`config.mk`:
```
export PLATFORM = sky130hd
export DESIGN_NAME = dual_wiper_bank
export DESIGN_NICKNAME = d
export VERILOG_FILES = /design/src/rtl/dwb_pkg.sv /design/src/rtl/dwb_decode.sv /design/src/rtl/dwb_nv_timer.sv /design/src/rtl/dwb_pot_slice.sv /design/src/rtl/dual_wiper_bank.sv
export SDC_FILE = /design/constraint.sdc
export NUM_CORES = 1
export LEC_CHECK = 0
export ABC_AREA = 1
export BUFFER_PORTS_ARGS = -buffer_cell sky130_fd_sc_hd__buf_2
export CAP_MARGIN = 20
export CORE_ASPECT_RATIO = 1.75
export CORE_UTILIZATION = 36
export CTS_BUF_LIST = sky130_fd_sc_hd__clkbuf_4 sky130_fd_sc_hd__clkbuf_8
export DETAILED_ROUTE_END_ITERATION = 7
export SYNTH_ARGS = -nofsm -noshare
export SYNTH_HDL_FRONTEND = slang
export SYNTH_SLANG_ARGS = --single-unit
```
`constraint.sdc`:
```
create_clock -name clk -period 2.1 [get_ports clk]
set_input_delay 0.21 -clock clk [delete_from_list [all_inputs] [get_ports clk]]
set_output_delay 0.21 -clock clk [all_outputs]
set_load 0.02 [all_outputs]
```
`src/rtl/dwb_pkg.sv`:
```
package dwb_pkg;

   typedef enum logic [3:0] {
      OP_GXFR_DR2W = 4'b0001,
      OP_STEP      = 4'b0010,
      OP_GXFR_W2DR = 4'b1000,
      OP_RD_WIPER  = 4'b1001,
      OP_WR_WIPER  = 4'b1010,
      OP_RD_DR     = 4'b1011,
      OP_WR_DR     = 4'b1100,
      OP_XFR_DR2W  = 4'b1101,
      OP_XFR_W2DR  = 4'b1110
   } op_e;

   typedef struct packed {
      logic rd_wiper;
      logic rd_dr;
      logic wr_wiper;
      logic wr_dr;
      logic dr2w;
      logic w2dr;
      logic g_dr2w;
      logic g_w2dr;
      logic step;
      logic nv_start;
   } action_t;

endpackage

```
`src/rtl/dwb_decode.sv`:
```
module dwb_decode
   import dwb_pkg::*;
(
   input  logic       cmd_valid,
   input  logic       busy,
   input  logic       wp_n,
   input  logic [3:0] cmd_op,
   output action_t    act
);

   logic accept;
   assign accept = cmd_valid && !busy;

   always_comb begin
      act = '0;
      if (accept) begin
         case (cmd_op)
            OP_RD_WIPER:  act.rd_wiper = 1'b1;
            OP_RD_DR:     act.rd_dr    = 1'b1;
            OP_WR_WIPER:  act.wr_wiper = 1'b1;
            OP_WR_DR:     act.wr_dr    = wp_n;
            OP_XFR_DR2W:  act.dr2w     = 1'b1;
            OP_XFR_W2DR:  act.w2dr     = wp_n;
            OP_GXFR_DR2W: act.g_dr2w   = 1'b1;
            OP_GXFR_W2DR: act.g_w2dr   = wp_n;
            OP_STEP:      act.step     = 1'b1;
            default:      ;
         endcase
      end
      act.nv_start = act.wr_dr | act.w2dr | act.g_w2dr;
   end

endmodule

```
`src/rtl/dwb_nv_timer.sv`:
```
module dwb_nv_timer #(
   parameter int unsigned CYCLES = 16
) (
   input  logic clk,
   input  logic rst_n,
   input  logic start,
   output logic busy
);

   localparam int unsigned CNT_W = $clog2(CYCLES + 1);

   if (CYCLES < 1) begin : g_bad_cycles
      $error("dwb_nv_timer: CYCLES must be at least 1");
   end

   logic [CNT_W-1:0] cnt_q;

   always_ff @(posedge clk) begin
      if (!rst_n) begin
         cnt_q <= '0;
      end else if (start) begin
         cnt_q <= CNT_W'(CYCLES);
      end else if (cnt_q != '0) begin
         cnt_q <= cnt_q - 1'b1;
      end
   end

   assign busy = (cnt_q != '0);

endmodule

```
`src/rtl/dwb_pot_slice.sv`:
```
module dwb_pot_slice #(
   parameter int unsigned CODE_W   = 8,
   parameter int unsigned NUM_REGS = 4,
   parameter int unsigned SEL_W    = $clog2(NUM_REGS),
   parameter logic [NUM_REGS*CODE_W-1:0] INIT = '0
) (
   input  logic              clk,
   input  logic              rst_n,
   input  logic [SEL_W-1:0]  reg_sel,
   input  logic [CODE_W-1:0] wr_data,
   input  logic              ld_wiper_data,
   input  logic              ld_wiper_dr,
   input  logic              step_en,
   input  logic              step_up,
   input  logic              dr_wr_data,
   input  logic              dr_wr_wiper,
   output logic [CODE_W-1:0] wiper_q,
   output logic [CODE_W-1:0] dr_rd
);

   localparam logic [CODE_W-1:0] CODE_MAX = {CODE_W{1'b1}};

   logic [NUM_REGS*CODE_W-1:0] dr_flat;
   logic                       dr_we;
   logic [CODE_W-1:0]          dr_wd;

   assign dr_we = dr_wr_data | dr_wr_wiper;
   assign dr_wd = dr_wr_wiper ? wiper_q : wr_data;

   // Data registers model nonvolatile cells: no reset, configured start value.
   for (genvar r = 0; r < NUM_REGS; r++) begin : g_reg
      logic [CODE_W-1:0] cell_q = INIT[r*CODE_W +: CODE_W];
      always_ff @(posedge clk) begin
         if (dr_we && (reg_sel == SEL_W'(r))) begin
            cell_q <= dr_wd;
         end
      end
      assign dr_flat[r*CODE_W +: CODE_W] = cell_q;
   end

   assign dr_rd = dr_flat[reg_sel*CODE_W +: CODE_W];

   always_ff @(posedge clk) begin
      if (!rst_n) begin
         wiper_q <= dr_flat[CODE_W-1:0];
      end else if (ld_wiper_data) begin
         wiper_q <= wr_data;
      end else if (ld_wiper_dr) begin
         wiper_q <= dr_rd;
      end else if (step_en) begin
         if (step_up && (wiper_q != CODE_MAX)) begin
            wiper_q <= wiper_q + 1'b1;
         end else if (!step_up && (wiper_q != '0)) begin
            wiper_q <= wiper_q - 1'b1;
         end
      end
   end

endmodule

```
`src/rtl/dual_wiper_bank.sv`:
```
module dual_wiper_bank
   import dwb_pkg::*;
#(
   parameter int unsigned NUM_POTS        = 2,
   parameter int unsigned NUM_REGS        = 4,
   parameter int unsigned CODE_W          = 8,
   parameter int unsigned NV_WRITE_CYCLES = 16,
   parameter int unsigned SEL_W           = $clog2(NUM_REGS),
   parameter int unsigned POT_W           = (NUM_POTS > 1) ? $clog2(NUM_POTS) : 1,
   parameter logic [NUM_POTS*NUM_REGS*CODE_W-1:0] DR_INIT = '0
) (
   input  logic                       clk,
   input  logic                       rst_n,
   input  logic                       cmd_valid,
   input  logic [3:0]                 cmd_op,
   input  logic [SEL_W-1:0]           cmd_reg,
   input  logic [POT_W-1:0]           cmd_pot,
   input  logic [CODE_W-1:0]          cmd_data,
   input  logic                       cmd_up,
   input  logic                       wp_n,
   output logic                       busy,
   output logic                       rd_valid,
   output logic [CODE_W-1:0]          rd_data,
   output logic [NUM_POTS*CODE_W-1:0] wiper_code
);

   localparam int unsigned SLICE_BITS = NUM_REGS * CODE_W;

   if (NUM_POTS < 1 || NUM_REGS < 2 || CODE_W < 2) begin : g_bad_size
      $error("dual_wiper_bank: need NUM_POTS>=1, NUM_REGS>=2, CODE_W>=2");
   end
   if (SEL_W != $clog2(NUM_REGS)) begin : g_bad_sel
      $error("dual_wiper_bank: SEL_W is derived and must not be overridden");
   end
   if (NV_WRITE_CYCLES < 1) begin : g_bad_nv
      $error("dual_wiper_bank: NV_WRITE_CYCLES must be at least 1");
   end

   action_t           act;
   logic [CODE_W-1:0] wip_a  [NUM_POTS];
   logic [CODE_W-1:0] drrd_a [NUM_POTS];
   logic [CODE_W-1:0] rd_next;

   dwb_decode u_decode (
      .cmd_valid (cmd_valid),
      .busy      (busy),
      .wp_n      (wp_n),
      .cmd_op    (cmd_op),
      .act       (act)
   );

   dwb_nv_timer #(.CYCLES(NV_WRITE_CYCLES)) u_timer (
      .clk   (clk),
      .rst_n (rst_n),
      .start (act.nv_start),
      .busy  (busy)
   );

   for (genvar p = 0; p < NUM_POTS; p++) begin : g_pot
      logic sel;
      assign sel = (cmd_pot == POT_W'(p));

      dwb_pot_slice #(
         .CODE_W   (CODE_W),
         .NUM_REGS (NUM_REGS),
         .SEL_W    (SEL_W),
         .INIT     (DR_INIT[p*SLICE_BITS +: SLICE_BITS])
      ) u_slice (
         .clk           (clk),
         .rst_n         (rst_n),
         .reg_sel       (cmd_reg),
         .wr_data       (cmd_data),
         .ld_wiper_data (act.wr_wiper & sel),
         .ld_wiper_dr   ((act.dr2w & sel) | act.g_dr2w),
         .step_en       (act.step & sel),
         .step_up       (cmd_up),
         .dr_wr_data    (act.wr_dr & sel),
         .dr_wr_wiper   ((act.w2dr & sel) | act.g_w2dr),
         .wiper_q       (wip_a[p]),
         .dr_rd         (drrd_a[p])
      );

      assign wiper_code[p*CODE_W +: CODE_W] = wip_a[p];
   end

   always_comb begin
      rd_next = '0;
      for (int p = 0; p < NUM_POTS; p++) begin
         if (cmd_pot == POT_W'(p)) begin
            rd_next = act.rd_wiper ? wip_a[p] : drrd_a[p];
         end
      end
   end

   always_ff @(posedge clk) begin
      if (!rst_n) begin
         rd_valid <= 1'b0;
         rd_data  <= '0;
      end else begin
         rd_valid <= act.rd_wiper | act.rd_dr;
         if (act.rd_wiper | act.rd_dr) begin
            rd_data <= rd_next;
         end
      end
   end

endmodule

```
After elaboration in Yosys (flattened, before gate mapping)

Index checks and enable logic that the tools add are counted.

Flip-flop bits (word level): 94
Input bits: 20
Output and inout port bits: 26
Logic and storage cells: 112

Add/sub/neg operators: 5
Equality and inequality tests: 18
Shift-type cells: 2
Muxes and demuxes: 29
Bitwise operators: 21
Reductions and logical operators: 23

Operator list:

| cell                                                                | number |
|---|---|
| 8-bit two-way mux                                                   | 17 |
| 32-bit by 6-bit variable part select with 8-bit output              | 2 |
| 4-bit == test (second input constant)                               | 7 |
| 8-bit by 1-bit adder with 8-bit output (second input constant)      | 2 |
| 8-bit != test (second input constant)                               | 2 |
| 8-bit nonzero test                                                  | 2 |
| 8-bit by 1-bit subtractor with 8-bit output (second input constant) | 2 |
| 1-bit logical AND                                                   | 13 |
| 1-bit AND                                                           | 10 |
| 5-bit two-way mux                                                   | 2 |
| 5-bit by 1-bit != test with 1-bit output (second input constant)    | 2 |
| 1-bit two-way mux                                                   | 9 |
| 9-bit two-way mux                                                   | 1 |
| 1-bit OR                                                            | 9 |
| 4-bit by 1-bit != test with 1-bit output (second input constant)    | 2 |
| 5-bit nonzero test                                                  | 1 |
| 5-bit by 1-bit subtractor with 5-bit output (second input constant) | 1 |
| 2-bit == test (second input constant)                               | 2 |
| 4-bit by 1-bit == test with 1-bit output (second input constant)    | 1 |
| 4-bit by 2-bit == test with 1-bit output (second input constant)    | 1 |
| 2-bit AND reduction                                                 | 2 |
| 2-bit by 1-bit == test with 1-bit output (second input constant)    | 1 |
| 1-bit logical NOT                                                   | 2 |
| 2-bit logical NOT                                                   | 1 |
| other kinds (3)                                                     | 4 |

Depth between registers and ports, before layout

Gate-level depths: netlist (run 1).

Word-level depth: 9
Mapped depth: 15
Depth with buffers taken out: 15

By module

From an unflattened synthesis (run 1), not the netlist that was laid out.

Cell total of the unflattened synthesis: 640
Area, all modules: 5,293.8 sq um

Modules (own cells, without submodules):

| module                           | times used | cells an instance | area an instance (sq um) |
|---|---|---|---|
| dwb_pot_slice (g_pot[1].u_slice) | 1          | 232               | 2,130.8 |
| dwb_pot_slice (g_pot[0].u_slice) | 1          | 229               | 2,117.0 |
| dual_wiper_bank                  | 1          | 112               | 650.6 |
| dwb_nv_timer                     | 1          | 34                | 247.7 |
| dwb_decode                       | 1          | 33                | 147.6 |

Least setup slack after synthesis (run 1)

OpenSTA, ideal clock, no wires.

Path kind: register to register
Start: register g_pot[1].u_slice.wiper_q[0]
End: register g_pot[1].u_slice.wiper_q[5], data pin
Library setup time: 256 ps
Arrival: 2,045 ps
Required time: 1,844 ps
Path slack: -200 ps
Cell stages (with the launch flop): 13
Clock period less this slack: 2,300 ps
Cells stage by stage: edfxtp_1 -> nand2_1 -> nor2_1 -> nand2_1 -> nand2_1 -> ha_1 -> or2_2 -> nand3_1 -> nand2_1 -> nand2_1 -> nand4_1 -> nand3_1 -> a21oi_2

Cells in the longest elaborated chain, start to end: 7

RTL lines:

| what                                                                         | line                                     | text |
|---|---|---|
| start: declaration                                                           | dwb_pot_slice.sv:17                      | `output logic [CODE_W-1:0] wiper_q,` |
| start signal: assignment                                                     | dwb_pot_slice.sv:45                      | `wiper_q <= dr_flat[CODE_W-1:0];` |
| start signal: assignment                                                     | dwb_pot_slice.sv:47                      | `wiper_q <= wr_data;` |
| start signal: assignment                                                     | dwb_pot_slice.sv:49                      | `wiper_q <= dr_rd;` |
| 8-bit by 1-bit subtractor with 8-bit output or 8-bit != test (tied branches) | dwb_pot_slice.sv:54, dwb_pot_slice.sv:51 |  |
| 8-bit two-way mux or 1-bit logical AND (tied branches)                       | dwb_pot_slice.sv:53, dwb_pot_slice.sv:51 |  |
| 8-bit two-way mux (*)                                                        | dwb_pot_slice.sv:51                      | `if (step_up && (wiper_q != CODE_MAX)) begin` |
| 8-bit two-way mux (*)                                                        | dwb_pot_slice.sv:50                      | `end else if (step_en) begin` |
| 8-bit two-way mux (*)                                                        | dwb_pot_slice.sv:48                      | `end else if (ld_wiper_dr) begin` |
| 8-bit two-way mux (*)                                                        | dwb_pot_slice.sv:46                      | `end else if (ld_wiper_data) begin` |
| 8-bit two-way mux (*)                                                        | dwb_pot_slice.sv:44                      | `if (!rst_n) begin` |

Every way passes the cells marked *; elsewhere a longest branch is shown, timed or not. The select of a mux whose other input is x is not followed.
A chain may end at the register's enable or synchronous reset.

Worst setup path in the final report (run 1)

Start: register u_timer.cnt_q[1]
End: register g_pot[0].u_slice.wiper_q[7], enable pin

Cells in the longest elaborated chain, start to end: 8

RTL lines:

| what                                                                                                                  | line                  | text |
|---|---|---|
| start: declaration                                                                                                    | dwb_nv_timer.sv:16    | `logic [CNT_W-1:0] cnt_q;` |
| start signal: assignment                                                                                              | dwb_nv_timer.sv:22    | `cnt_q <= CNT_W'(CYCLES);` |
| start signal: assignment                                                                                              | dwb_nv_timer.sv:24    | `cnt_q <= cnt_q - 1'b1;` |
| 5-bit nonzero test (*)                                                                                                | dwb_nv_timer.sv:28    | `assign busy = (cnt_q != '0);` |
| 1-bit logical NOT (*)                                                                                                 | dwb_decode.sv:12      | `assign accept = cmd_valid && !busy;` |
| 1-bit logical AND (*)                                                                                                 | dwb_decode.sv:12      |  |
| 9-bit two-way mux (*)                                                                                                 | dwb_decode.sv:16      | `if (accept) begin` |
| 1-bit AND                                                                                                             | dual_wiper_bank.sv:74 | `.ld_wiper_dr ((act.dr2w & sel) \| act.g_dr2w),` |
| 1-bit OR                                                                                                              | dual_wiper_bank.sv:74 |  |
| 5-bit by 1-bit != test with 1-bit output (no source line) or 4-bit by 1-bit != test with 1-bit output (tied branches) | -                     |  |
| 2-bit AND reduction (no source line) (*)                                                                              | -                     |  |
| end signal: assignment                                                                                                | dwb_pot_slice.sv:49   |  |
| end signal: assignment                                                                                                | dwb_pot_slice.sv:52   | `wiper_q <= wiper_q + 1'b1;` |
| end signal: assignment                                                                                                | dwb_pot_slice.sv:54   | `wiper_q <= wiper_q - 1'b1;` |
| end: declaration                                                                                                      | dwb_pot_slice.sv:17   |  |

Every way passes the cells marked *; elsewhere a longest branch is shown, timed or not.

==> summary.md, run 1 <==
| Metric | Value |
|---|---|
| Pins over their slew limit | `0` |
| Proportion of power drawn by the clock network | `22.9%` |
| Number of fill cells | `1521` |
| Final total power | `5.12 mW` |
| Final wirelength | `16300 um` |
| Core area | `15000 um^2` |
| Antenna violation net count after detailed routing | `0` |
| Number of vias per cell after detailed routing | `4.97` |
| Clock insertion delay at the later pin of the skew report | `0.38 ns` |
| Final Critical Period | `2.04 ns` |
| Gate power share | `34.2%` |
| Max_cap viols | `0` |
| Fraction of layout cells with a size suffix above 1 | `25.2%` |
| Clock Tree Root | `sky130_fd_sc_hd__clkbuf_8` |
| Crit path top cell by count | `sky130_fd_sc_hd__inv_2` |
| Kind of end point of the critical path | `flop` |
| Synthesized netlist net count | `744` |
| Result of the run | `finished, final reports clean` |
| Sequential power share | `42.9%` |
| Total of hold buffers inserted after clock tree synthesis | `0` |
| Setup repair after global routing missed its margin | `true` |
| Sw power | `1.81 mW` |
| Share of the cycle needed by the critical path after routing | `96.9%` |
| Master of the slowest instance on the critical path | `sky130_fd_sc_hd__dfxtp_2` |
| Number of setup violations in the final report | `0` |
| Cell row count | `59` |
| Clock Tree Buf Depth | `2` |
| Relative max-transition margin | `68.0%` |
| Power per cell area | `732 nW/um^2` |
| Number of I/O pins | `46` |
| Start point of the worst hold path | `cmd_op[0]` |
| Worst Path Required | `2.20 ns` |
| Starting Density | `37.2%` |
| Area of the die | `16000 um^2` |
| Number of detailed-routing iterations run before antenna repair | `5` |
| Worst flop-to-flop path endpoint | `g_pot[0].u_slice.wiper_q[7]` |
| Chain of cells forming the critical path | `inv_2, ha_4, inv_2, nor2_4, nand3_4, buf_4, nor2_1, a21oi_1, nand2_1, inv_1, nand3_1, buf_12` |
| Antenna violations before repair | `0` |
| Number of cells on the worst reg-to-reg path | `12` |
| First-pass GRT wire length | `25100 um` |
| Transition time at the pin with the least slew margin | `0.479 ns` |
| Clock Pin Slew Worst Setup and Hold Paths | `0.10 ns` |
| Chip height | `167 um` |
| Final hold violation count | `0` |
| Mapped Avg Cell Area | `7.90 um^2` |
| Number of distinct library cells after synthesis | `38` |
| Startpoint of the most critical setup path | `u_timer.cnt_q[1]` |
| Reg2Reg Setup Slack | `0.06 ns` |
| Critical path data arrival time | `2.13 ns` |
| Most frequent cells in the layout | `227 x sky130_fd_sc_hd__nand2_1, 80 x sky130_fd_sc_hd__edfxtp_1, 74 x sky130_fd_sc_hd__inv_1, 69 x sky130_fd_sc_hd__nor2_1, 67 x sky130_fd_sc_hd__buf_4` |
| Routability cong. | `0.901` |
| Finished Core Util | `46.6%` |
| Area of the mapped netlist | `5580 um^2` |
| Horiz. Die Dim | `96.1 um` |
| Post-synthesis to final-layout area growth | `25.2%` |
| Average wire per cell in the routed design | `16.2 um` |
| Detailed Place HPWL | `12700 um` |
| Warnings from Yosys | `0` |
| Net count reported at finish | `856` |
| Initial DRC count | `436` |
| Flop and latch count out of synthesis | `94` |
| Crit-path max FO | `8` |
| Ys flop type | `sky130_fd_sc_hd__edfxtp_1` |
| Antenna cell count | `0` |
| Clock tree from TritonCTS | `done` |
| Number of synthesized flops with an enable pin | `80` |
| Startpoint-to-endpoint class of the critical path | `reg2reg` |
| Sequential fraction of the synthesis area | `48.1%` |
| Count of buffers from port buffering | `45` |
| Total vias in the final route | `5002` |
| GRT Residual Overflow | `0` |
| Maximum number of pins on one net before global-route repair | `25` |
| Kind of start point of the critical path | `flop` |
| H-tree depth reported by CTS | `3` |
| Most common cell after layout, fill and taps aside | `sky130_fd_sc_hd__nand2_1` |
| Post-Route Skew | `0.0142 ns` |
| Fraction of power spent switching nets | `35.3%` |
| Clock Sink Count | `94` |
| Number of buffers added by the clock tree synthesis step | `9` |
| Number of global-route vias before repair | `4851` |
| Setup TNS | `0 ns` |
| Worst stage delay on the critical path | `0.35 ns` |
| Kind of path behind the tightest hold check | `in2reg` |
| Achievable Freq | `0.491 GHz` |
| Gate count after technology mapping | `706` |
| Leakage Power | `3.16 nW` |
| Critical path endpoint | `g_pot[0].u_slice.wiper_q[7]` |
| Power Internal | `3.31 mW` |
| Reg-to-reg critical path startpoint | `u_timer.cnt_q[1]` |
| Async SR Flop Fraction | `0%` |
| Maximum VDD drop | `0.000325 V` |
| Total global-route track usage | `21.1%` |
| Detailed-route DRC error count | `0` |
-- synth_stat cells, types with 2 or more instances --
| library cell | n | area [um^2] |
|---|---|---|
| sky130_fd_sc_hd__ha_1 | 16 | 200 |
| sky130_fd_sc_hd__nand2_2 | 4 | 25.0 |
| sky130_fd_sc_hd__o211ai_1 | 4 | 30.0 |
| sky130_fd_sc_hd__nor2_4 | 6 | 67.6 |
| sky130_fd_sc_hd__nand4_1 | 8 | 50.1 |
| sky130_fd_sc_hd__a22oi_1 | 3 | 22.5 |
| sky130_fd_sc_hd__o21ai_0 | 42 | 210 |
| sky130_fd_sc_hd__xnor2_1 | 4 | 35.0 |
| sky130_fd_sc_hd__o21ai_2 | 2 | 17.5 |
| sky130_fd_sc_hd__a21oi_2 | 3 | 26.3 |
| sky130_fd_sc_hd__o21ai_1 | 8 | 40.0 |
| sky130_fd_sc_hd__edfxtp_1 | 80 | 2400 |
| sky130_fd_sc_hd__a21oi_1 | 27 | 135 |
| sky130_fd_sc_hd__fa_1 | 2 | 40.0 |
| sky130_fd_sc_hd__nor2_1 | 75 | 282 |
| sky130_fd_sc_hd__nand2_1 | 236 | 886 |
| sky130_fd_sc_hd__clkbuf_1 | 4 | 15.0 |
| sky130_fd_sc_hd__dfxtp_1 | 14 | 280 |
| sky130_fd_sc_hd__or2_2 | 2 | 12.5 |
| sky130_fd_sc_hd__nor4_1 | 3 | 18.8 |
| sky130_fd_sc_hd__buf_4 | 8 | 60.1 |
| sky130_fd_sc_hd__nor3_1 | 6 | 30.0 |
| sky130_fd_sc_hd__inv_2 | 7 | 26.3 |
| sky130_fd_sc_hd__buf_2 | 5 | 25.0 |
| sky130_fd_sc_hd__inv_1 | 77 | 289 |
| sky130_fd_sc_hd__xor2_1 | 4 | 35.0 |
| sky130_fd_sc_hd__nand3_1 | 45 | 225 |
-- registers in the layout (all words and copies together), names as in the netlist --
signal	count
g_pot.u_slice.wiper_q	16
g_pot.u_slice.g.cell_q	64
rd_valid	1
u_timer.cnt_q	5
rd_data	8
-- worst max-delay path, delay by kind of cell (launching register included) --
family                   cells  cell delay [ns]
adder cells (fa/ha/maj)      1             0.14
buffers and inverters        5             0.47
AO/OA/AOI/OAI                1             0.14
flip-flops                   1             0.35
AND/OR/NAND/NOR              5             0.66
-- layer usage --
layer	vias to the layer above	GRT usage (%)	part of all wire, %
li1	2530	-	-
met3	50	2.05	3.0
met2	144	37.2	52
met1	2278	24.4	40
met5	-	0	0
met4	0	11.0	5.0
-- cells by family (layout without fill, tap and decap cells) --
kind of cell | Yosys count | count (layout) | synth area share [%]
and+or+nand+nor | 390 | 392 | 29.6
buffers and inverters | 104 | 219 | 7.78
DFF | 94 | 94 | 48.1
AOI/OAI and AO/OA | 92 | 92 | 9.01
adders and majority gates | 18 | 18 | 4.30
xor gates and xnor gates | 8 | 8 | 1.26
-- power by group through the flow --
stage	logic, mW	registers [mW]	clock network (mW)
after global routing	1.94	2.21	1.25
after global placement	1.60	2.23	0
after CTS	1.61	2.19	1.20
after detailed placement	1.60	2.23	0
final	1.75	2.20	1.17
after floorplan	0.936	2.34	0
-- timing repair --
action	in CTS	in global routing
endpoints found under the hold margin	0	0
endpoints found under the setup margin	64	159
setup buffers	1	7
gates cloned	0	2
pin swaps	1	16
resized for setup	7	46
-- area by class of cell --
class	instances	area, um^2	area share, %
multi-input combinational	510	2730	39.1
tap	183	229	3.28
clock inverter	6	52.6	0.752
clock buffer	10	131	1.88
inverter	85	319	4.57
timing repair buffer	118	840	12.0
sequential	94	2690	38.4
-- metrics by stage --
step                      setup WS [ns]  area (um^2)  instances  hold slack [ns]
after floorplan                -0.00605         5670        706            0.399
after global placement           -0.154         6560        980            0.470
after detailed placement         -0.161         6560        980            0.477
after CTS                        0.0190         6770        997            0.151
after global routing            -0.0509         6990       1006            0.175
final                            0.0648         6990       1006            0.153
-- how the worst min path moves through the flow --
stage / slack (ns) / depth (start not counted) / to
after CTS: 0.15 / 3 / rd_valid
final: 0.15 / 3 / rd_valid
after global placement: 0.47 / 2 / u_timer.cnt_q[1]
after floorplan: 0.40 / 2 / rd_valid
after detailed placement: 0.48 / 2 / u_timer.cnt_q[1]
after global routing: 0.17 / 3 / rd_valid
No activity file was read; power rests on OpenSTA's default activity.
==> run 2: changes to the inputs <==
ABC_AREA = unset   (was 1)
HOLD_SLACK_MARGIN = 0.15   (was unset)
==> run 2 against run 1 <==
- the run now ends with negative setup slack left
- clock skew down 0.0035 ns
- worst setup slack worse by 0.35 ns
- area after synthesis down 8.5%
- register-to-register slack worse by 0.35 ns
- sequential power about the same
- combinational power up 21%
- final area down 0.81%
- power up 6.3%
- count of clock-buffer cells in the layout down 1
- global-route usage down 0.69 points
- die area down 8.3%
- largest power group unchanged
- highest routed layer unchanged
==> summary.md, run 2 <==
| Metric | Value |
|---|---|
| Result of the run | `finished with violations` |
| Violated checks | `negative setup slack` |
| Final Critical Period | `2.39 ns (+0.352 ns)` |
| Most Crowded Layer GR | `met2` |
| GRT Residual Overflow | `0 (unchanged)` |
| Clock Tree Buf Depth | `2 (unchanged)` |
| Number of global-route vias before repair | `4115 (-15%)` |
| Max FFs per register | `64 (unchanged)` |
| Number of vias per cell after detailed routing | `5.61 (+13%)` |
| Worst stage delay on the critical path | `0.43 ns (+0.08 ns)` |
| Average wire per cell in the routed design | `20.9 um (+29%)` |
| Post-Route Skew | `0.0107 ns (-0.00348 ns)` |
| Critical path data arrival time | `2.51 ns (+0.38 ns)` |
| Clock Sink Count | `94 (unchanged)` |
| Cell family contributing the most delay on the critical path | `compound AO/OA/AOI/OAI gates` |
| First-pass GRT wire length | `22400 um (-11%)` |
| Core area | `13800 um^2 (-7.7%)` |
| Setup WS pre-CTS | `-0.246 ns (-0.0851 ns)` |
| Met3 routing resource usage after global routing | `2.10% (+0.046 points)` |
| Final wirelength | `14800 um (-9.4%)` |
| Final standard cell count with taps included and fillers excluded | `707 (-30%)` |
| Crit path top cell by count | `sky130_fd_sc_hd__a21oi_1` |
| Worst flop-to-flop path endpoint | `g_pot[1].u_slice.wiper_q[6]` |
| Reg2Reg Setup Slack | `-0.29 ns (-0.35 ns)` |
| Number of synthesized flops with an enable pin | `80 (unchanged)` |
| Cell types occupying the most area after synthesis | `sky130_fd_sc_hd__edfxtp_1 47%, sky130_fd_sc_hd__mux4_2 9.7%, sky130_fd_sc_hd__dfxtp_1 5.5%` |
| Area of the mapped netlist | `5110 um^2 (-8.5%)` |
| Cell row count | `57 (-3.4%)` |
| Pins over their slew limit | `0 (unchanged)` |
| Total vias in the final route | `3965 (-21%)` |
| Clock insertion delay at the later pin of the skew report | `0.38 ns (about the same)` |
| Mapped Avg Cell Area | `13.0 um^2 (+65%)` |
| Most common cell after layout, fill and taps aside | `sky130_fd_sc_hd__buf_4` |
| Slack of the critical path | `-0.287 ns (-0.352 ns)` |
| Final hold violation count | `0 (unchanged)` |
| Flop and latch count out of synthesis | `94 (unchanged)` |
| Gate power share | `38.7% (+4.5 points)` |
| Number of detailed-routing iterations run before antenna repair | `4 (-1)` |
| Sequential power share | `40.4% (-2.5 points)` |
| Antenna cell count | `0 (unchanged)` |
| Kind of end point of the critical path | `flop` |
| Detailed-route DRC error count | `0 (unchanged)` |
| CP bufs+invs | `0 (-5)` |
| Number of I/O pins | `46 (unchanged)` |
| Worst Hold Path EP | `rd_valid` |
| Hold depth | `3 (unchanged)` |
| Transition time at the pin with the least slew margin | `0.537 ns (+0.0573 ns)` |
| Number of cells on the worst reg-to-reg path | `9 (-3)` |
| Chain of cells forming the critical path | `nand4_1, or2_4, nand2_8, fa_2, a211oi_2, o21ai_1, a21oi_1, mux2i_1, a21oi_1` |
| Synthesized netlist net count | `430 (-42%)` |
| Antenna violation net count after detailed routing | `0 (unchanged)` |
| Worst Path Required | `2.23 ns (+0.03 ns)` |
| Warnings from Yosys | `0 (unchanged)` |
| Inst Count DP | `667 (-32%)` |
| Clock Pin Slew Worst Setup and Hold Paths | `0.10 ns (about the same)` |
| Final total power | `5.44 mW (+6.3%)` |
| Start point of the worst hold path | `cmd_op[0]` |
| Startpoint of the most critical setup path | `g_pot[1].u_slice.wiper_q[2]` |
| Sw power | `1.85 mW (+2.5%)` |
| Power per cell area | `785 nW/um^2 (+7.2%)` |
| Setup TNS | `-1.70 ns (-1.70 ns)` |
| Post-synthesis to final-layout area growth | `35.7%` |
| Number of setup violations in the final report | `10 (+10)` |
| Master of the slowest instance on the critical path | `sky130_fd_sc_hd__edfxtp_1` |
| Startpoint-to-endpoint class of the critical path | `reg2reg` |
| Gate count after technology mapping | `392 (-44%)` |
| H-tree depth reported by CTS | `3 (unchanged)` |
| Most frequent cells in the layout | `81 x sky130_fd_sc_hd__buf_4, 80 x sky130_fd_sc_hd__edfxtp_1, 45 x sky130_fd_sc_hd__buf_2, 25 x sky130_fd_sc_hd__nor2_1, 22 x sky130_fd_sc_hd__mux4_2` |
| Total global-route track usage | `20.4% (-0.69 points)` |
| Routability cong. | `0.884 (-1.8%)` |
| Count of buffers from port buffering | `45 (unchanged)` |
| Clock Tree Root | `sky130_fd_sc_hd__clkbuf_8` |
| Leakage Power | `2.53 nW (-20%)` |
| Detailed Place HPWL | `11200 um (-12%)` |
| Finished Core Util | `50.1% (+3.5 points)` |
| Number of buffers added by the clock tree synthesis step | `9 (unchanged)` |
| Sequential fraction of the synthesis area | `52.5% (+4.5 points)` |
| Total of hold buffers inserted after clock tree synthesis | `0 (unchanged)` |
| Achievable Freq | `0.419 GHz (-15%)` |
| Fraction of power spent switching nets | `34.0% (-1.3 points)` |
| Proportion of power drawn by the clock network | `20.9% (-2.0 points)` |
| Relative max-transition margin | `64.2% (-3.8 points)` |
| Maximum number of pins on one net before global-route repair | `26 (+4.0%)` |
| Largest reg by FF count | `g_pot.u_slice.g.cell_q` |
| Fraction of layout cells with a size suffix above 1 | `48.9% (+24 points)` |
| Clock tree from TritonCTS | `done` |
| Library cell occupying the most area in the post-synthesis netlist | `sky130_fd_sc_hd__edfxtp_1` |
| Reg-to-reg critical path startpoint | `g_pot[1].u_slice.wiper_q[2]` |
| Maximum VDD drop | `0.000253 V (-22%)` |
| Share of the cycle needed by the critical path after routing | `114% (+17 points)` |
| Power Internal | `3.59 mW (+8.4%)` |
| Cell types with the highest counts after synthesis | `80 x sky130_fd_sc_hd__edfxtp_1, 29 x sky130_fd_sc_hd__nor2_1, 22 x sky130_fd_sc_hd__mux4_2, 22 x sky130_fd_sc_hd__nand2_1` |
| Antenna violations before repair | `0 (unchanged)` |
| Area of the die | `14700 um^2 (-8.3%)` |
| Number of distinct library cells after synthesis | `54 (+42%)` |
| Async SR Flop Fraction | `0% (unchanged)` |
| Horiz. Die Dim | `92.0 um (-4.2%)` |
| Kind of path behind the tightest hold check | `in2reg` |
| M2 GR Usage | `36.9% (-0.31 points)` |
| Largest registers in the final layout | `g_pot.u_slice.g.cell_q: 64 flops, g_pot.u_slice.wiper_q: 16 flops, rd_data: 8 flops` |
| Chip height | `160 um (-4.3%)` |
| Crit-path max FO | `5 (-3)` |
| Fraction of met1 tracks used by global routing | `21.1% (-3.3 points)` |
| Starting Density | `36.9% (-0.32 points)` |
| Dominant cell by count in the synthesized netlist | `sky130_fd_sc_hd__edfxtp_1` |
| Max_cap viols | `0 (unchanged)` |
| Ys flop type | `sky130_fd_sc_hd__edfxtp_1` |
| Kind of start point of the critical path | `flop` |
| Share of the synthesized area in the top cell type | `47.0% (+4.0 points)` |
| Net count reported at finish | `564 (-34%)` |
| Setup repair after global routing missed its margin | `true` |
| Initial DRC count | `206 (-53%)` |
run 2: cell types whose count changed in the layout (fill, tap and decap cells not counted), sizes merged, moves of 16 or more:
cell,delta
nand2,-220
inv,-76
nor2,-52
nand3,-38
o21ai,-36
mux4,+24
buf,+22
a21oi,-18
mux2,+16
run 2: power groups by stage:
| stage | sequential (mW) | combinational, mW | clock (mW) |
|---|---|---|---|
| floorplan | 2.34 | 1.01 | 0 |
| global placement | 2.23 | 1.68 | 0 |
| detailed placement | 2.24 | 1.72 | 0 |
| CTS | 2.19 | 1.88 | 1.16 |
| global route | 2.21 | 2.25 | 1.23 |
| finish | 2.20 | 2.11 | 1.14 |
run 2: worst max-delay path by stage:
stage | end | depth (start not counted)
after floorplan | g_pot[0].u_slice.wiper_q[6] | 10
after global placement | g_pot[1].u_slice.wiper_q[6] | 9
after detailed placement | g_pot[1].u_slice.wiper_q[6] | 9
after CTS | g_pot[0].u_slice.wiper_q[6] | 10
after global routing | g_pot[1].u_slice.wiper_q[6] | 9
final | g_pot[1].u_slice.wiper_q[6] | 9
run 2: stage by stage:
step	hold WS [ns]	area, um^2
5_1_grt	0.275	6930
3_5_place_dp	0.461	6200
3_3_place_gp	0.454	6200
2_1_floorplan	0.423	5230
6_report	0.252	6930
4_1_cts	0.247	6650
run 2: layout make-up:
class	instances	area, um^2
clock buffers	9	124
clock inverters	6	55.1
fillers	1214	6900
inverters	8	30.0
multi-input cells	273	2760
flip-flops and latches	94	2680
well taps	177	221
repair buffers	140	1060
run 2: routing by layer:
metal	share of wire, %	routed length (um)
met1	36	5350
met4	6.1	899
met5	0	0
met2	54	8020
met3	3.3	490
run 2: worst min-delay path, delay by kind of cell:
| kind | cells | cell delay, ns |
|---|---|---|
| simple gates | 2 | 0.19 |
| buf+inv | 1 | 0.15 |
run 2: kinds of logic after synthesis:
group / Yosys count / synth area share, %
xor gates and xnor gates: 12 / 2.06
buffers and inverters: 25 / 2.03
AOI/OAI and AO/OA: 85 / 11.6
adders and majority gates: 18 / 4.70
muxes: 43 / 14.8
DFF: 94 / 52.5
and+or+nand+nor: 115 / 12.2
run 2: timing repair:
action                     in CTS  in global routing
setup endpoints to repair     127                 64
gates resized for setup        32                 29
gates cloned                    0                  0
setup buffers                  10                 16
pin swaps                      22                 33
==> run 3: changes to the inputs <==
SYNTH_HIERARCHICAL = 1   (was unset)
clock period = 2.01 ns   (was 2.1 ns; I/O delays follow)
==> run 3 against run 2 <==
- the flow still finishes with violations (negative setup slack)
- clock skew about the same
- non-clock buffer count rose by 5
- flip-flop and latch count unchanged
- die area increased by 4.8%
- sequential power is 4% higher
- power grew 0.63%
- critical endpoint is now g_pot[1].u_slice/wiper_q[5]
- largest power group unchanged
- highest routed layer unchanged
==> summary.md, run 3 <==
| Metric | Value |
|---|---|
| Result of the run | `finished with violations` |
| Violated checks | `negative setup slack` |
| Share of the cycle needed by the critical path after routing | `129% (+15 points)` |
| Cell types with the highest counts after synthesis | `80 x sky130_fd_sc_hd__edfxtp_1, 31 x sky130_fd_sc_hd__nor2_1, 22 x sky130_fd_sc_hd__o21ai_0` |
| Power per cell area | `759 nW/um^2 (-3.3%)` |
| Max_cap viols | `0 (unchanged)` |
| Clock insertion delay at the later pin of the skew report | `0.36 ns (-0.02 ns)` |
| Gate count after technology mapping | `421 (+7.4%)` |
| Clock Tree Buf Depth | `2 (unchanged)` |
| Number of detailed-routing iterations run before antenna repair | `4 (unchanged)` |
| Number of setup violations in the final report | `169 (+159)` |
| Reg2Reg Setup Slack | `-0.58 ns (-0.30 ns)` |
| GRT Residual Overflow | `0 (unchanged)` |
| Relative max-transition margin | `66.0% (+1.8 points)` |
| Reg-to-reg critical path startpoint | `u_timer/cnt_q[1]` |
| Routability cong. | `0.887 (+0.28%)` |
| Antenna cell count | `0 (unchanged)` |
| Area of the die | `15400 um^2 (+4.8%)` |
| Cell row count | `58 (+1.8%)` |
| Final Critical Period | `2.59 ns (+0.208 ns)` |
| Share of the synthesized area in the top cell type | `44.9% (-2.2 points)` |
| Synthesized netlist net count | `458 (+6.5%)` |
| Clock Sink Count | `94 (unchanged)` |
| Fin Hold WS | `0.289 ns (+0.0372 ns)` |
| Initial DRC count | `158 (-23%)` |
| Final hold violation count | `0 (unchanged)` |
| Detailed Place HPWL | `11900 um (+6.9%)` |
| Cell types occupying the most area after synthesis | `sky130_fd_sc_hd__edfxtp_1 45%, sky130_fd_sc_hd__dfxtp_1 5.2%, sky130_fd_sc_hd__mux4_2 4.6%` |
| Post-Route Skew | `0.0106 ns (-0.000133 ns)` |
| Maximum number of pins on one net before global-route repair | `19 (-27%)` |
| Cell family contributing the most delay on the critical path | `simple AND/OR/NAND/NOR gates` |
| Antenna violation net count after detailed routing | `0 (unchanged)` |
| Net count reported at finish | `594 (+5.3%)` |
| Pins over their slew limit | `0 (unchanged)` |
| CP bufs+invs | `2 (+2)` |
| Warnings from Yosys | `6 (+6)` |
| Chain of cells forming the critical path | `inv_2, ha_4, or4b_4, nand4bb_4, nor2_4, a21o_1, buf_12, mux2_4, a221oi_4, nor3_2` |
| Most Crowded Layer GR | `met2` |
| Critical path data arrival time | `2.72 ns (+0.21 ns)` |
| Largest reg by FF count | `g_pot.u_slice/g.cell_q` |
| Slack of the critical path | `-0.585 ns (-0.298 ns)` |
| Crit-path max FO | `6 (+1)` |
| Chip height | `163 um (+2.4%)` |
| Fraction of met1 tracks used by global routing | `22.9% (+1.7 points)` |
| Met3 routing resource usage after global routing | `3.03% (+0.92 points)` |
| Transition time at the pin with the least slew margin | `0.508 ns (-0.0283 ns)` |
| Total global-route track usage | `21.0% (+0.62 points)` |
| Startpoint of the most critical setup path | `u_timer/cnt_q[1]` |
| Starting Density | `37.1% (+0.17 points)` |
| Kind of start point of the critical path | `flop` |
| Max FFs per register | `64 (unchanged)` |
| Async SR Flop Fraction | `0% (unchanged)` |
| Number of buffers added by the clock tree synthesis step | `9 (unchanged)` |
| Setup WS pre-CTS | `-0.642 ns (-0.395 ns)` |
| Antenna violations before repair | `0 (unchanged)` |
| Most common cell after layout, fill and taps aside | `sky130_fd_sc_hd__buf_4` |
| Setup repair after global routing missed its margin | `true` |
| Final wirelength | `15400 um (+4.4%)` |
| Clock tree from TritonCTS | `done` |
| Total vias in the final route | `4109 (+3.6%)` |
| Number of I/O pins | `46 (unchanged)` |
| Clock Pin Slew Worst Setup and Hold Paths | `0.10 ns (about the same)` |
| Number of distinct library cells after synthesis | `64 (+19%)` |
| Start point of the worst hold path | `cmd_data[5]` |
| Average wire per cell in the routed design | `20.8 um (-0.50%)` |
| Area of the mapped netlist | `5360 um^2 (+4.9%)` |
| Library cell occupying the most area in the post-synthesis netlist | `sky130_fd_sc_hd__edfxtp_1` |
| Core area | `14400 um^2 (+4.4%)` |
| Clock Tree Root | `sky130_fd_sc_hd__clkbuf_8` |
| Number of vias per cell after detailed routing | `5.54 (-1.3%)` |
| H-tree depth reported by CTS | `3 (unchanged)` |
| Sequential fraction of the synthesis area | `50.1% (-2.4 points)` |
| Worst Path Required | `2.13 ns (-0.10 ns)` |
| Kind of end point of the critical path | `flop` |
| Leakage Power | `2.77 nW (+9.6%)` |
| Flop and latch count out of synthesis | `94 (unchanged)` |
| M2 GR Usage | `38.6% (+1.7 points)` |
| Maximum VDD drop | `0.000301 V (+19%)` |
| Kind of path behind the tightest hold check | `in2reg` |
| Achievable Freq | `0.385 GHz (-8.0%)` |
| First-pass GRT wire length | `23600 um (+5.4%)` |
| Startpoint-to-endpoint class of the critical path | `reg2reg` |
| Detailed-route DRC error count | `0 (unchanged)` |
| Fraction of layout cells with a size suffix above 1 | `47.2% (-1.7 points)` |
| Number of global-route vias before repair | `4282 (+4.1%)` |
| Master of the slowest instance on the critical path | `sky130_fd_sc_hd__or4b_4` |
| Largest registers in the final layout | `g_pot.u_slice/g.cell_q: 64 flops, g_pot.u_slice/wiper_q: 16 flops, rd_data: 8 flops` |
| Post-synthesis to final-layout area growth | `34.7%` |
| Count of buffers from port buffering | `45 (unchanged)` |
| Most frequent cells in the layout | `83 x sky130_fd_sc_hd__buf_4, 80 x sky130_fd_sc_hd__edfxtp_1, 45 x sky130_fd_sc_hd__buf_2, 23 x sky130_fd_sc_hd__nor2_1, 19 x sky130_fd_sc_hd__mux2_4` |
| Dominant cell by count in the synthesized netlist | `sky130_fd_sc_hd__edfxtp_1` |
| Ys flop type | `sky130_fd_sc_hd__edfxtp_1` |
| Horiz. Die Dim | `94.2 um (+2.3%)` |
| Worst stage delay on the critical path | `0.49 ns (+0.06 ns)` |
| Mapped Avg Cell Area | `12.7 um^2 (-2.4%)` |
| Number of synthesized flops with an enable pin | `80 (unchanged)` |
-- run 3: cell types whose count changed in the layout (fill, tap and decap cells not counted), sizes merged, moves of 9 or more --
cell / delta
a211o: +9
a211oi: -9
a221o: +9
mux2i: +15
nor2b: +13
o21ai: +10
-- run 3: final cells by class --
| cell class | instances | area [um^2] |
|---|---|---|
| Inverter | 9 | 33.8 |
| Tap cell | 180 | 225 |
| Fill cell | 1308 | 7230 |
| Timing Repair Buffer | 145 | 1110 |
| Clock inverter | 7 | 72.6 |
| Clock buffer | 9 | 124 |
| Sequential cell | 94 | 2690 |
| Multi-Input combinational cell | 298 | 2960 |
-- run 3: per-layer routing --
metal,part of all wire (%),vias to the layer above
li1,-,1930
met1,38,2027
met2,54,113
met3,3.7,39
met4,4.7,0
met5,0,-
-- run 3: cell families (layout without fill, tap and decap cells) --
group / count (synthesis) / after routing / share of synthesized area [%]
compound gates: 95 / 95 / 12.9
xor+xnor: 7 / 7 / 1.14
fa+ha+maj: 17 / 17 / 4.25
buf+inv: 29 / 170 / 3.41
flops: 94 / 94 / 50.1
mux: 54 / 54 / 14.7
simple gates: 125 / 125 / 13.5
-- run 3: repair_timing --
action	CTS	global route
gates resized for setup	45	22
cloned	1	0
hold buffers	0	0
setup buffers	5	8
pin swaps	7	9
endpoints found under the setup margin	168	170
-- run 3: where the power goes --
part	internal, mW	leakage (nW)	switching, mW
Combinational	0.969	1.83	0.959
Sequential	2.24	0.847	0.0545
Clock	0.577	0.0956	0.678
Total	3.78	2.77	1.69
-- run 3: path summary, 6_finish.rpt --
path              cells after the start                             endpoint
hold reg to reg                       3                     u_timer/cnt_q[1]
setup reg to reg                     10          g_pot[1].u_slice/wiper_q[5]
hold / removal                        2  g_pot[1].u_slice/g_reg[2].cell_q[5]
setup / recovery                     10          g_pot[1].u_slice/wiper_q[5]
-- run 3: per-stage QoR --
step | util [%] | std cells | total power, mW | setup TNS [ns] | instance area (um^2)
6_report | 49.9 | 742 | 5.47 | -74.65 | 7210
5_1_grt | 49.9 | 742 | 5.75 | -89.36 | 7210
4_1_cts | 48.9 | 734 | 5.38 | -68.30 | 7060
3_5_place_dp | 46.1 | 712 | 4.04 | -74.09 | 6660
3_3_place_gp | 46.1 | 712 | 4.00 | -72.01 | 6660
2_1_floorplan | - | 421 | 3.45 | -68.85 | 5670
